**src/rtl/sport_pkg.sv**
```systemverilog
package sport_pkg;
  // Strobes from control to datapath; at most one is set per cycle.
  typedef struct packed {
    logic load;    // capture the sample, clear the line
    logic outBit;  // present the next bit, MSB first
    logic zero;    // drive the line low
  } dpStrobe_t;
endpackage

```
**src/rtl/sport_dp.sv**
```systemverilog
module sport_dp
  import sport_pkg::*;
#(
  parameter int DATA_W = 12
) (
  input  logic              clk,
  input  logic              rstN,
  input  dpStrobe_t         strb,
  input  logic [DATA_W-1:0] sampleIn,
  output logic              sdo
);
  logic [DATA_W-1:0] shiftReg;

  always_ff @(posedge clk or negedge rstN) begin
    if (!rstN) begin
      shiftReg <= '0;
      sdo      <= 1'b0;
    end else if (strb.load) begin
      shiftReg <= sampleIn;
      sdo      <= 1'b0;
    end else if (strb.outBit) begin
      sdo      <= shiftReg[DATA_W-1];
      shiftReg <= {shiftReg[DATA_W-2:0], 1'b0};
    end else if (strb.zero) begin
      sdo      <= 1'b0;
    end
  end

  // control never issues two datapath actions in one cycle
  p_strobe_excl_r1: assert property (@(posedge clk) disable iff (!rstN)
    $onehot0({strb.load, strb.outBit, strb.zero}));
endmodule

```
**src/rtl/sport_ctrl.sv**
```systemverilog
module sport_ctrl
  import sport_pkg::*;
#(
  parameter int DATA_W  = 12,
  parameter int FRAME   = 16,
  parameter int LEAD    = 3,
  parameter int SLEEP_N = 4
) (
  input  logic      clk,
  input  logic      rstN,
  input  logic      convIn,
  input  logic      sckIn,
  output dpStrobe_t strb,
  output logic      busy,
  output logic      asleep
);
  localparam int CNT_W = $clog2(FRAME + 1);
  localparam int SLP_W = $clog2(SLEEP_N + 1);
  localparam logic [CNT_W-1:0] FIRST_SLOT = CNT_W'(LEAD);
  localparam logic [CNT_W-1:0] LAST_SLOT  = CNT_W'(LEAD + DATA_W - 1);
  localparam logic [CNT_W-1:0] FRAME_END  = CNT_W'(FRAME);
  localparam logic [SLP_W-1:0] SLEEP_LAST = SLP_W'(SLEEP_N - 1);

  logic convPrev, sckPrev, convRise, sckRise;
  logic [CNT_W-1:0] edgeCnt, cntNext, cntInc;
  logic [SLP_W-1:0] slpCnt, slpNext;
  logic busyNext, asleepNext;

  assign convRise = convIn & ~convPrev;
  assign sckRise  = sckIn & ~sckPrev;
  assign cntInc   = edgeCnt + 1'b1;

  always_comb begin
    busyNext   = busy;
    asleepNext = asleep;
    cntNext    = edgeCnt;
    slpNext    = slpCnt;
    strb       = '0;
    // serial clock edge first: count, wake, restart the strobe run
    if (sckRise) begin
      asleepNext = 1'b0;
      slpNext    = '0;
      if (busy) begin
        cntNext = cntInc;
        if (cntInc >= FIRST_SLOT && cntInc <= LAST_SLOT) strb.outBit = 1'b1;
        else                                             strb.zero   = 1'b1;
        if (cntInc == FRAME_END) busyNext = 1'b0;
      end
    end
    // strobe edge, judged on state held before this cycle
    if (convRise && !(asleep && !sckRise)) begin
      if (!busy && !asleep) begin
        busyNext = 1'b1;
        cntNext  = '0;
        strb     = '0;
        strb.load = 1'b1;
      end
      if (slpNext == SLEEP_LAST) begin
        asleepNext = 1'b1;
        busyNext   = 1'b0;
        slpNext    = '0;
        strb       = '0;
        strb.zero  = 1'b1;
      end else begin
        slpNext = slpNext + 1'b1;
      end
    end
  end

  always_ff @(posedge clk or negedge rstN) begin
    if (!rstN) begin
      convPrev <= 1'b0;
      sckPrev  <= 1'b0;
      edgeCnt  <= '0;
      slpCnt   <= '0;
      busy     <= 1'b0;
      asleep   <= 1'b0;
    end else begin
      convPrev <= convIn;
      sckPrev  <= sckIn;
      edgeCnt  <= cntNext;
      slpCnt   <= slpNext;
      busy     <= busyNext;
      asleep   <= asleepNext;
    end
  end

  // the frame counter never runs past the frame length
  p_cnt_bound_r2: assert property (@(posedge clk) disable iff (!rstN)
    edgeCnt <= FRAME_END);
  // no frame survives entry into sleep
  p_sleep_idle_r5: assert property (@(posedge clk) disable iff (!rstN)
    asleep |-> !busy);
  // a serial clock edge always ends sleep
  p_wake_r7: assert property (@(posedge clk) disable iff (!rstN)
    (asleep && sckRise) |=> !asleep);
endmodule

```
**src/rtl/conv_serial_port.sv**
```systemverilog
module conv_serial_port
  import sport_pkg::*;
#(
  parameter int DATA_W  = 12,
  parameter int FRAME   = 16,
  parameter int LEAD    = 3,
  parameter int SLEEP_N = 4
) (
  input  logic              clk,
  input  logic              rstN,
  input  logic              convIn,
  input  logic              sckIn,
  input  logic [DATA_W-1:0] sampleIn,
  output logic              sdo,
  output logic              busy,
  output logic              asleep
);
  dpStrobe_t strb;

  sport_ctrl #(
    .DATA_W(DATA_W), .FRAME(FRAME), .LEAD(LEAD), .SLEEP_N(SLEEP_N)
  ) ctrl (
    .clk(clk), .rstN(rstN), .convIn(convIn), .sckIn(sckIn),
    .strb(strb), .busy(busy), .asleep(asleep)
  );

  sport_dp #(.DATA_W(DATA_W)) dp (
    .clk(clk), .rstN(rstN), .strb(strb), .sampleIn(sampleIn), .sdo(sdo)
  );

  // the data line is quiet whenever no frame runs
  p_sdo_idle_r4: assert property (@(posedge clk) disable iff (!rstN)
    !busy |-> !sdo);
endmodule

```
**config.mk**
```make
export PLATFORM = sky130hd
export DESIGN_NAME = conv_serial_port
export DESIGN_NICKNAME = d
export VERILOG_FILES = /design/src/rtl/sport_pkg.sv /design/src/rtl/sport_dp.sv /design/src/rtl/sport_ctrl.sv /design/src/rtl/conv_serial_port.sv
export SDC_FILE = /design/constraint.sdc
export NUM_CORES = 1
export LEC_CHECK = 0
export ABC_AREA = 1
export BUFFER_PORTS_ARGS = -buffer_cell sky130_fd_sc_hd__buf_4
export CORE_ASPECT_RATIO = 1.1
export CORE_MARGIN = 2
export CORE_UTILIZATION = 56
export DETAILED_ROUTE_END_ITERATION = 8
export PLACE_DENSITY = 0.76
export REMOVE_ABC_BUFFERS = 1
export SKIP_LAST_GASP = 1
export SYNTH_ARGS = -nofsm -noshare
export SYNTH_HDL_FRONTEND = slang
export SYNTH_SLANG_ARGS = --single-unit
```
**constraint.sdc**
```tcl
create_clock -name clk -period 1.8 [get_ports clk]
set_input_delay 0.45 -clock clk [delete_from_list [all_inputs] [get_ports clk]]
set_output_delay 0.45 -clock clk [all_outputs]
set_load 0.01 [all_outputs]
```
# After elaboration in Yosys (flattened, before gate mapping)
# Index checks and enable logic that the tools add are counted.
[classes]
n_addsub = 2
mul = 0
n_div = 0
magnitude_cmp = 2
n_eq_ne = 2
n_shift = 0
n_mux = 28
n_bitwise = 4
n_reduce_logical = 10
[ops]
columns = ["cell", "n"]
rows = [
  ["12-bit 2-to-1 mux", 2],
  ["5-bit 2-to-1 mux", 4],
  ["3-bit 2-to-1 mux", 6],
  ["1-bit 2-to-1 mux", 14],
  ["5-bit by 1-bit adder with 5-bit output (second input constant)", 1],
  ["5-bit equality test (second input constant)", 1],
  ["5-bit by 2-bit greater-or-equal comparator with 1-bit output (second input constant)", 1],
  ["5-bit by 4-bit <= comparator with 1-bit output (second input constant)", 1],
  ["1-bit logical AND", 4],
  ["1-bit logical NOT", 4],
  ["2-bit 2-to-1 mux", 2],
  ["3-bit by 1-bit adder with 3-bit output (second input constant)", 1],
  ["3-bit by 2-bit equality test with 1-bit output (second input constant)", 1],
  ["3-bit nonzero test", 1],
  ["1-bit AND", 2],
  ["1-bit NOT", 2],
  ["2-bit nonzero test", 1],
]
[totals]
regBits = 25
latchBits = 0
ramBits = 0
romBits = 0
output_inout_bits = 3
n_memories = 0

# Longest topological paths before layout
# Gate-level depths: netlist of the first run.
[depth]
depth_word = 12
depth_mapped = 13
ltp_nobuf = 12

# By module
# Synthesis of the first run repeated with hierarchy kept, for this count alone.
[unflattened]
hier_cells = 160
hier_area_um2 = 1322.5
[modules_own_cells]
columns = ["mod", "n_inst", "cells_each", "area_each_um2"]
rows = [
  ["sport_ctrl", 1, 90, 734.5],
  ["sport_dp", 1, 70, 588.1],
]

# Worst setup path before layout of the first run
# No wires, ideal clock.
[synth_timing]
path_type = "in2reg"
from = "input sckIn"
to = "register dp.sdo"
setup_time_ns = 0.076
t_arrival_ns = 1.552
t_required_ns = 1.724
setup_slack_ns = 0.171
path_stages = 10
path_buffers = 2
path_cell_list = "nand2_2 > inv_1 > nor2_1 > ha_1 > nand2_1 > nand2_1 > buf_4 > buf_6 > nand4_1 > o21ai_1"
[synth_between]
elab_chain_cells = 8
elab_cells_between_ends = 14
[synth_lines]
columns = ["element", "line_no", "source"]
rows = [
  ["from (decl)", "conv_serial_port.sv:12", "input logic sckIn,"],
  ["1-bit AND (*)", "sport_ctrl.sv:30", "assign sckRise = sckIn & ~sckPrev;"],
  ["branches (longest 4 deep; another with 3-bit 2-to-1 mux)", "--", ""],
  ["3-bit 2-to-1 mux (*)", "sport_ctrl.sv:51", "if (convRise && !(asleep && !sckRise)) begin"],
  ["1-bit 2-to-1 mux", "sport_dp.sv:21", "end else if (strb.outBit) begin"],
  ["1-bit 2-to-1 mux", "sport_dp.sv:18", "end else if (strb.load) begin"],
  ["to (signal assigned)", "sport_dp.sv:22", "sdo <= shiftReg[DATA_W-1];"],
  ["to (decl)", "sport_dp.sv:10", "output logic sdo"],
]
# Mark *: on every way between the ends.
# A chain may end at the register's enable or synchronous reset.

# Worst setup path in the final report of the first run
[layout_timing]
from = "register ctrl.sckPrev"
to = "register dp.shiftReg[9]"
[layout_between]
elab_chain_cells = 8
elab_cells_between_ends = 14
[layout_lines]
columns = ["element", "line_no", "source"]
rows = [
  ["from (decl)", "sport_ctrl.sv:24", "logic convPrev, sckPrev, convRise, sckRise;"],
  ["from (signal assigned)", "sport_ctrl.sv:80", "sckPrev <= sckIn;"],
  ["1-bit NOT (*)", "sport_ctrl.sv:30", ""],
  ["1-bit AND (*)", "sport_ctrl.sv:30", ""],
  ["branches (longest 4 deep; another with 3-bit 2-to-1 mux)", "--", ""],
  ["3-bit 2-to-1 mux (*)", "sport_ctrl.sv:51", ""],
  ["12-bit 2-to-1 mux / 2-bit nonzero test (equally long branches)", "--", ""],
  ["to (signal assigned)", "sport_dp.sv:19", "shiftReg <= sampleIn;"],
  ["to (signal assigned)", "sport_dp.sv:23", "shiftReg <= {shiftReg[DATA_W-2:0], 1'b0};"],
  ["to (decl)", "sport_dp.sv:12", "logic [DATA_W-1:0] shiftReg;"],
]
# Marks and branches as above.

==> results of run 1 <==
power by group:
group	internal (mW)	switching [mW]	total, mW
Clock	0.0833	0.172	0.256
Sequential	0.768	0.155	0.923
Combinational	0.426	0.597	1.02
critical path, delay by kind of cell (launching register included):
family,cells,cell delay (ps)
and+or+nand+nor,8,690
DFF,1,400
buffers and inverters,3,290
adders and majority gates,1,210
kinds of logic after synthesis:
family                   after synthesis  share of synthesized area, %
flip-flops                            25                          43.7
XOR/XNOR                               2                          1.22
buffers and inverters                 25                          8.12
AO/OA/AOI/OAI                         15                          5.76
AND/OR/NAND/NOR                      103                          36.9
adder cells (fa/ha/maj)                5                          4.37
layout make-up:
type,instances,area share (%)
Timing Repair Buffer,29,13.0
Inverter,21,4.78
Multi-Input combinational cell,125,41.5
Tap cell,31,2.28
Clock buffer,3,1.32
Sequential cell,25,36.9
Clock inverter,1,0.294
worst paths after layout:
path	slack, ps	endpoint	cells after the start
worst max-delay path	100	dp.shiftReg[9]	12
worst min-delay path	240	ctrl.convPrev	1
worst max register to register	100	dp.shiftReg[9]	12
worst min register to register	530	ctrl.slpCnt[2]	2
max in group asynchronous	990	ctrl.edgeCnt[1]	2
min in group asynchronous	550	ctrl.edgeCnt[4]	2
state kept, by name, summed over array words and instances (netlist names):
name / flops
dp.shiftReg: 12
ctrl.edgeCnt: 5
ctrl.slpCnt: 3
ctrl.asleep: 1
ctrl.busy: 1
ctrl.convPrev: 1
ctrl.sckPrev: 1
dp.sdo: 1
cells in the final DEF, fill, tap and decap left out, types with 2 or more instances in the layout:
master | Yosys | final
nand3_2 | 11 | 11
buf_4 | 2 | 28
dfrtp_1 | 25 | 24
clkbuf_4 | 0 | 3
nand3_1 | 6 | 6
nor2_4 | 2 | 3
xor2_1 | 2 | 2
nor2_1 | 6 | 6
a21boi_0 | 2 | 2
inv_1 | 19 | 19
nand2_2 | 4 | 5
ha_1 | 5 | 5
a21oi_1 | 5 | 5
o21ai_0 | 6 | 6
nand2_1 | 65 | 63
nand4_1 | 5 | 5
what timing repair did:
action,4_1_cts,5_1_grt
resized for setup,0,6
hold endpoints to repair,0,13
hold buffers,0,1
setup endpoints to repair,0,13
routing by layer:
layer / global-route usage (%) / share of wire, %
met1: 27.7 / 48
met3: 2.36 / 3.1
met4: 5.49 / 0.70
met5: 0 / 0
met2: 33.1 / 48
stage by stage:
stage               cells  utilization [%]
floorplan             171                -
global placement      230             66.5
detailed placement    230             66.5
CTS                   234             67.6
global route          235             68.8
finish                235             68.8
==> flow_metrics.tcl, run 1 <==
set metrics [dict create \
    drc_errors 0 \
    fill_cells 204 \
    totalWireLength_um 2710 \
    tightestPinTransition_ps 352 \
    first_iter_violations 20 \
    maxSlewViolCount 0 \
    ys_ff_latch 25 \
    min_period_ps 1700 \
    syn_area_um2 1430 \
    total_power_mw 2.20 \
    grt_pass1_vias 1089 \
    track_usage_pct 20.0 \
    dpl_worst_slack_ps -70.8 \
    port-buffer-count 18 \
    fin_setup_tns_ps 0 \
    post_cts_buffers 0 \
    fmax_ghz 0.589 \
    htreeDepth 1 \
    crit_path_cell_trace "inv_2 > nand2_2 > nand2_1 > inv_1 > ha_1 > nand2_2 > nor2_4 > nor2_4 > nand3_4 > buf_4 > nand2_1 > nand3_1" \
    path_clk_slew_ps 140 \
    synth_top_area_share_pct 43.7 \
    ant_nets 0 \
    synthFlopType "dfrtp_1" \
    cts.sinks 25 \
    synthTopCellsByArea "dfrtp_1 (44%), nand2_1 (17%), nand3_2 (7.7%)" \
    max_slew_margin_pct 76.5 \
    arrival_ps 1920 \
    setup_viol_count_final 0 \
    crit_slowest_cell "dfrtp_1" \
    clockBufferDepth 2 \
    fin_crit_sh_pct 94.4 \
    worstSkewPairLatency_ps 320 \
    cts_tree "done" \
    avgSynthCellArea_um2 8.19 \
    first_pass_iters 6 \
    synth_cell_types 23 \
    die_h_um 57.1 \
    place_area_um2 1640 \
    path_max_fanout 7 \
    timing.rr.start "ctrl.sckPrev" \
    cts_made_buffers 3 \
    grt_pass1_wl_um 4540 \
    final_hold_viol_count 0 \
    path_class "reg -> reg" \
    antenna_found_initial 0 \
    pin_count 19 \
    synth-async-reset-ratio_pct 100 \
    vias 1166 \
    grt-ovfl-total 0 \
    clock_skew_ps 2.27 \
    grt_max_degree 26 \
    required_ps 2020 \
    status "finished, final reports clean" \
    syn-instance-count 175 \
    viasPerCell 4.96 \
    area_growth_pct 18.7 \
    root_buffer "clkbuf_4" \
    hpwlAfterDp_um 1990 \
    worstSetupStartpoint "ctrl.sckPrev" \
    hold_path.class "in -> reg" \
    p_leak_nw 0.921 \
    ys_seq_area_share_pct 43.7 \
    startpoint_type "flop" \
    wl_per_cell_um 11.5 \
    gp_congestion 0.772 \
    core_um2 2470 \
    regArea_um2 627 \
    synth_common_cells "nand2_1 (65), dfrtp_1 (25), inv_1 (19)" \
    synth_top_cell_by_area "dfrtp_1" \
    whs_ps 238 \
    fp.dieW_um 52.2 \
    multi_input_area_um2 706 \
    peakVddDrop_mv 0.838 \
    worstHoldStart "convIn" \
    fp-row-count 19 \
    synth_most_common_cell "nand2_1" \
    start_util_pct 57.9 \
    stdcell_area_um2 1700 \
    slowest_delay_ps 400 \
    diodes 0 \
    pwr_density_cell_nw_per_um2 1290 \
    worst_slack_ps 102 \
    die_area_um2 2980 \
    yosys_warnings 0 \
    maxCapViolCount 0 \
    finalNetCount 226 \
    synth_enable_flop_cells 0 \
    drive_gt1_share_pct 27.9 \
    crit_path_end_kind "flop" \
]
Power figures use the tool's default switching activity.
==> inputs of run 2 (changes only) <==
--- a/config.mk
+++ b/config.mk
@@ -11,7 +11,7 @@
 export CORE_MARGIN = 2
 export CORE_UTILIZATION = 56
 export DETAILED_ROUTE_END_ITERATION = 8
-export PLACE_DENSITY = 0.76
+export PLACE_DENSITY = 0.8
 export REMOVE_ABC_BUFFERS = 1
 export SKIP_LAST_GASP = 1
 export SYNTH_ARGS = -nofsm -noshare
==> flow_metrics.tcl, run 2 (same netlist as run 1, synthesis figures left out) <==
set metrics [dict create \
    ff2ff_path_depth 8 \
    fmax_ghz 0.582 \
    fp.dieW_um 52.2 \
    whs_ps 247 \
    port-buffer-count 18 \
    drive_gt1_share_pct 29.1 \
    hold_path.class "in -> reg" \
    ant_nets 0 \
    clockBufferDepth 2 \
    root_buffer "clkbuf_4" \
    p_int_mw 1.32 \
    core_um2 2470 \
    layout_common_cells "nand2_1 (63), buf_4 (29), dfrtp_1 (24)" \
    final_common_cell "nand2_1" \
    track_usage_pct 22.0 \
    finalNetCount 228 \
    max_slew_margin_pct 75.4 \
    tightestPinTransition_ps 367 \
    crit_slowest_cell "dfrtp_2" \
    viasPerCell 5.08 \
    r2r_slack_ps 80 \
    worstSkewPairLatency_ps 310 \
    hpwlAfterDp_um 2170 \
    start_util_pct 57.9 \
    grt_pass1_wl_um 5050 \
    cts.sinks 25 \
    peakVddDrop_mv 0.831 \
    diodes 0 \
    path_max_fanout 7 \
    fin_setup_tns_ps 0 \
    cts_tree "done" \
    clock_skew_ps 16.2 \
    top_register "dp.shiftReg" \
    first_iter_violations 41 \
    fin_crit_sh_pct 95.4 \
    status "finished, final reports clean" \
    p_sw_uw 952 \
    grt-ovfl-total 0 \
    antenna_found_initial 0 \
    path_class "reg -> reg" \
    die_h_um 57.1 \
    pin_count 19 \
    place_area_um2 1660 \
    vias 1203 \
    totalWireLength_um 2920 \
    area_growth_pct 20.8 \
    seq_power_share_pct 40.9 \
    gp_congestion 0.787 \
    path_clk_slew_ps 140 \
    min_period_ps 1720 \
    grt_pass1_vias 1206 \
    r2r-end "dp.shiftReg[8]" \
    setup_viol_count_final 0 \
    dp.cells 231 \
    final_hold_viol_count 0 \
    largest_reg_flops 12 \
    required_ps 2010 \
    timing.rr.start "ctrl.edgeCnt[1]" \
    pwr_density_cell_nw_per_um2 1310 \
    fp-row-count 19 \
    largestRegisters "dp.shiftReg x12, ctrl.edgeCnt x5, ctrl.slpCnt x3" \
    fill_cells 207 \
    arrival_ps 1930 \
    wl_per_cell_um 12.3 \
    total_power_mw 2.27 \
    clockPowerShare_pct 10.8 \
    stdcell_area_um2 1730 \
    cts_made_buffers 3 \
    finalNonFillerCells 237 \
    maxCapViolCount 0 \
    drc_errors 0 \
    first_pass_iters 5 \
    slowest_delay_ps 480 \
    maxSlewViolCount 0 \
    grt_max_degree 26 \
    worstHoldStart "sckIn" \
    power.share.combinational_pct 48.4 \
    crit_path_cell_trace "ha_1 > xor2_1 > inv_1 > nand3_2 > nand3_4 > buf_4 > nand2_1 > nand3_1" \
    crit_path_end_kind "flop" \
    switching_share_pct 42.0 \
    holdPathEnd "ctrl.sckPrev" \
    holdPathStages 1 \
    die_area_um2 2980 \
    p_leak_nw 0.939 \
    startpoint_type "flop" \
    htreeDepth 1 \
]
[run 2: worst max-delay path by stage]
stage                    start         endpoint  slack, ps  cells past startpoint
3_3_place_gp             sckIn   dp.shiftReg[8]          6                     10
3_5_place_dp             sckIn  dp.shiftReg[10]       -150                     12
6_report       ctrl.edgeCnt[1]   dp.shiftReg[8]         80                      8
2_1_floorplan            sckIn  dp.shiftReg[10]       -290                     11
5_1_grt        ctrl.edgeCnt[1]   dp.shiftReg[8]        -20                      8
4_1_cts           ctrl.sckPrev  dp.shiftReg[10]         50                     11
[run 2: metrics by stage]
step                      utilization, %  worst slack (ps)
after detailed placement            67.3              -149
after CTS                           68.4              50.7
after floorplan                        -              -285
after global routing                70.0             -18.1
after global placement              67.3              6.18
final                               70.0              82.7
[run 2: critical path, delay by kind of cell, from the launching register on]
family / cells / cell delay (ps)
flip-flops: 1 / 480
AND/OR/NAND/NOR: 4 / 380
buffers and inverters: 2 / 290
adder cells (fa/ha/maj): 1 / 240
XOR/XNOR: 1 / 220
[run 2: layout make-up]
type / instances / area, um2 / area share (%)
clock inverters: 1 / 5.00 / 0.289
multi-input cells: 125 / 708 / 40.9
repair buffers: 31 / 248 / 14.3
clock buffers: 3 / 22.5 / 1.30
flip-flops and latches: 25 / 627 / 36.2
inverters: 21 / 81.3 / 4.70
well taps: 31 / 38.8 / 2.24
[run 2: power groups by stage]
stage          Clock (mW)  Combinational, mW  Sequential [mW]
5_1_grt             0.279               1.25            0.949
3_3_place_gp            0              0.989            0.920
2_1_floorplan           0              0.731            0.917
3_5_place_dp            0               1.05            0.931
4_1_cts             0.258               1.06            0.920
6_report            0.244               1.10            0.927
[run 2: what timing repair did]
action,CTS,global route
setup endpoints to repair,0,12
setup buffers,0,1
endpoints found under the hold margin,0,6
hold buffers,0,1
resized for setup,0,9
[run 2: routing by layer]
layer | wire (um) | track usage (%)
met1 | 1290 | 29.1
met4 | 16 | 6.23
met3 | 113 | 2.36
met2 | 1500 | 38.0
met5 | 0 | 0
==> inputs of run 3 (changes only) <==
--- a/config.mk
+++ b/config.mk
@@ -9,9 +9,10 @@
 export BUFFER_PORTS_ARGS = -buffer_cell sky130_fd_sc_hd__buf_4
 export CORE_ASPECT_RATIO = 1.1
 export CORE_MARGIN = 2
-export CORE_UTILIZATION = 56
+export CORE_UTILIZATION = 23
+export CTS_CLUSTER_SIZE = 30
 export DETAILED_ROUTE_END_ITERATION = 8
-export PLACE_DENSITY = 0.8
+export PLACE_DENSITY = 0.41
 export REMOVE_ABC_BUFFERS = 1
 export SKIP_LAST_GASP = 1
 export SYNTH_ARGS = -nofsm -noshare
==> flow_metrics.tcl, run 3 (same netlist as run 1, synthesis figures left out) <==
set metrics [dict create \
    status "finished, final reports clean" \
    drive_gt1_share_pct 31.6 \
    area_growth_pct 28.5 \
    first_iter_violations 33 \
    hpwlAfterDp_um 2200 \
    path_max_fanout 7 \
    required_ps 2010 \
    grt_max_degree 26 \
    clockPowerShare_pct 14.1 \
    ant_nets 0 \
    min_period_ps 1650 \
    worst_slack_ps 151 \
    rsz0062_at_grt "no" \
    fp.dieW_um 79.3 \
    top_register "dp.shiftReg" \
    pin_count 19 \
    root_buffer "clkbuf_8" \
    start_util_pct 23.6 \
    maxSlewViolCount 0 \
    switching_share_pct 40.4 \
    startpoint_type "flop" \
    fmax_ghz 0.607 \
    drc_errors 0 \
    largestRegisters "dp.shiftReg x12, ctrl.edgeCnt x5, ctrl.slpCnt x3" \
    cts.sinks 25 \
    peakVddDrop_mv 0.492 \
    power.share.combinational_pct 47.2 \
    grt_pass1_wl_um 5220 \
    gp_congestion 0.788 \
    die_area_um2 6880 \
    p_sw_uw 988 \
    hold_buffers 0 \
    largest_reg_flops 12 \
    fp-row-count 30 \
    track_usage_pct 9.58 \
    worstSkewPairLatency_ps 270 \
    viasPerCell 4.04 \
    p_leak_nw 0.950 \
    port-buffer-count 18 \
    path_class "reg -> reg" \
    clockBufferDepth 2 \
    pwr_density_cell_nw_per_um2 1330 \
    grt-ovfl-total 0 \
    dpl_worst_slack_ps -63.0 \
    antenna_found_initial 0 \
    cts_made_buffers 3 \
    total_power_mw 2.44 \
    arrival_ps 1860 \
    totalWireLength_um 2960 \
    finalNetCount 228 \
    hold_path.class "in -> async" \
    tightestPinTransition_ps 339 \
    maxCapViolCount 0 \
    grt_pass1_vias 1082 \
    htreeDepth 1 \
    crit_path_end_kind "flop" \
    p_int_mw 1.46 \
    final_hold_viol_count 0 \
    path_clk_slew_ps 100 \
    die_h_um 86.8 \
    cts_tree "done" \
    seq_power_share_pct 38.7 \
    first_pass_iters 4 \
    vias 1155 \
    wl_per_cell_um 10.3 \
    max_slew_margin_pct 77.4 \
    core_um2 6080 \
    clock_skew_ps 7.58 \
    layout_common_cells "nand2_1 (63), buf_4 (29), dfrtp_1 (23)" \
    setup_viol_count_final 0 \
    fin_crit_sh_pct 91.6 \
    final_common_cell "nand2_1" \
    diodes 0 \
]
-- run 3: cell types whose count changed in the layout (fill, tap and decap cells not counted), moves of 2 or more --
| cell | before | now |
|---|---|---|
| clkbuf_4 | 3 | 0 |
| clkbuf_8 | 0 | 3 |
| a21boi_0 | 0 | 2 |
| a21boi_1 | 2 | 0 |
| ha_1 | 5 | 3 |
| ha_4 | 0 | 2 |
-- run 3: path summary, 6_finish.rpt --
path | startpoint | end | slack (ps) | cells past startpoint
setup / recovery | ctrl.edgeCnt[0] | dp.shiftReg[2] | 150 | 9
hold / removal | rstN | ctrl.edgeCnt[2] | 70 | 1
setup reg to reg | ctrl.edgeCnt[0] | dp.shiftReg[2] | 150 | 9
hold reg to reg | ctrl.slpCnt[2] | ctrl.slpCnt[2] | 500 | 2
max in group asynchronous | rstN | ctrl.edgeCnt[0] | 1460 | 1
min in group clk | convIn | ctrl.convPrev | 290 | 1
-- run 3: final cells by class --
type                       count  area [um2]
clock buffer                   3        41.3
timing repair buffer          31         249
inverter                      21        81.3
clock inverter                 1        5.00
tap                           80         100
sequential                    25         628
multi-input combinational    125         736
fill                         666        4240
-- run 3: per-layer routing --
layer / routed length, um / vias up / GRT usage (%)
met4: 8 / 0 / 1.41
li1: - / 609 / -
met3: 137 / 2 / 2.71
met1: 1560 / 520 / 14.1
met2: 1250 / 24 / 14.3
met5: 0 / - / 0
-- run 3: critical path, cell delays in order, from the launching register on --
cell	delay, ps
dfrtp_2	420
inv_1	110
ha_4	290
nor2_1	40
nor2_1	130
nand3_2	140
nand3_4	130
buf_4	190
nand3_2	70
nand2_1	70
-- run 3: repair_timing --
| action | 4_1_cts | 5_1_grt |
|---|---|---|
| resized for setup | 0 | 12 |
| buffers inserted | 0 | 1 |
| setup endpoints to repair | 0 | 12 |
| hold endpoints to repair | 0 | 0 |
-- run 3: per-stage QoR --
step	util (%)	TNS (ps)	hold slack [ps]	cell area, um2	cells
final	30.3	0	68.6	1840	286
after global routing	30.3	0	74.7	1840	286
after CTS	29.3	0	76.9	1780	285
after floorplan	-	-2940	154	1400	171
after detailed placement	28.5	-439	386	1730	281
after global placement	28.5	-165	393	1730	281
-- run 3: power by group through the flow --
stage / registers, mW / clock network [mW] / logic (mW)
2_1_floorplan: 0.917 / 0 / 0.731
3_3_place_gp: 0.940 / 0 / 1.08
3_5_place_dp: 0.940 / 0 / 1.06
4_1_cts: 0.927 / 0.371 / 1.07
5_1_grt: 0.980 / 0.390 / 1.33
6_report: 0.946 / 0.344 / 1.15
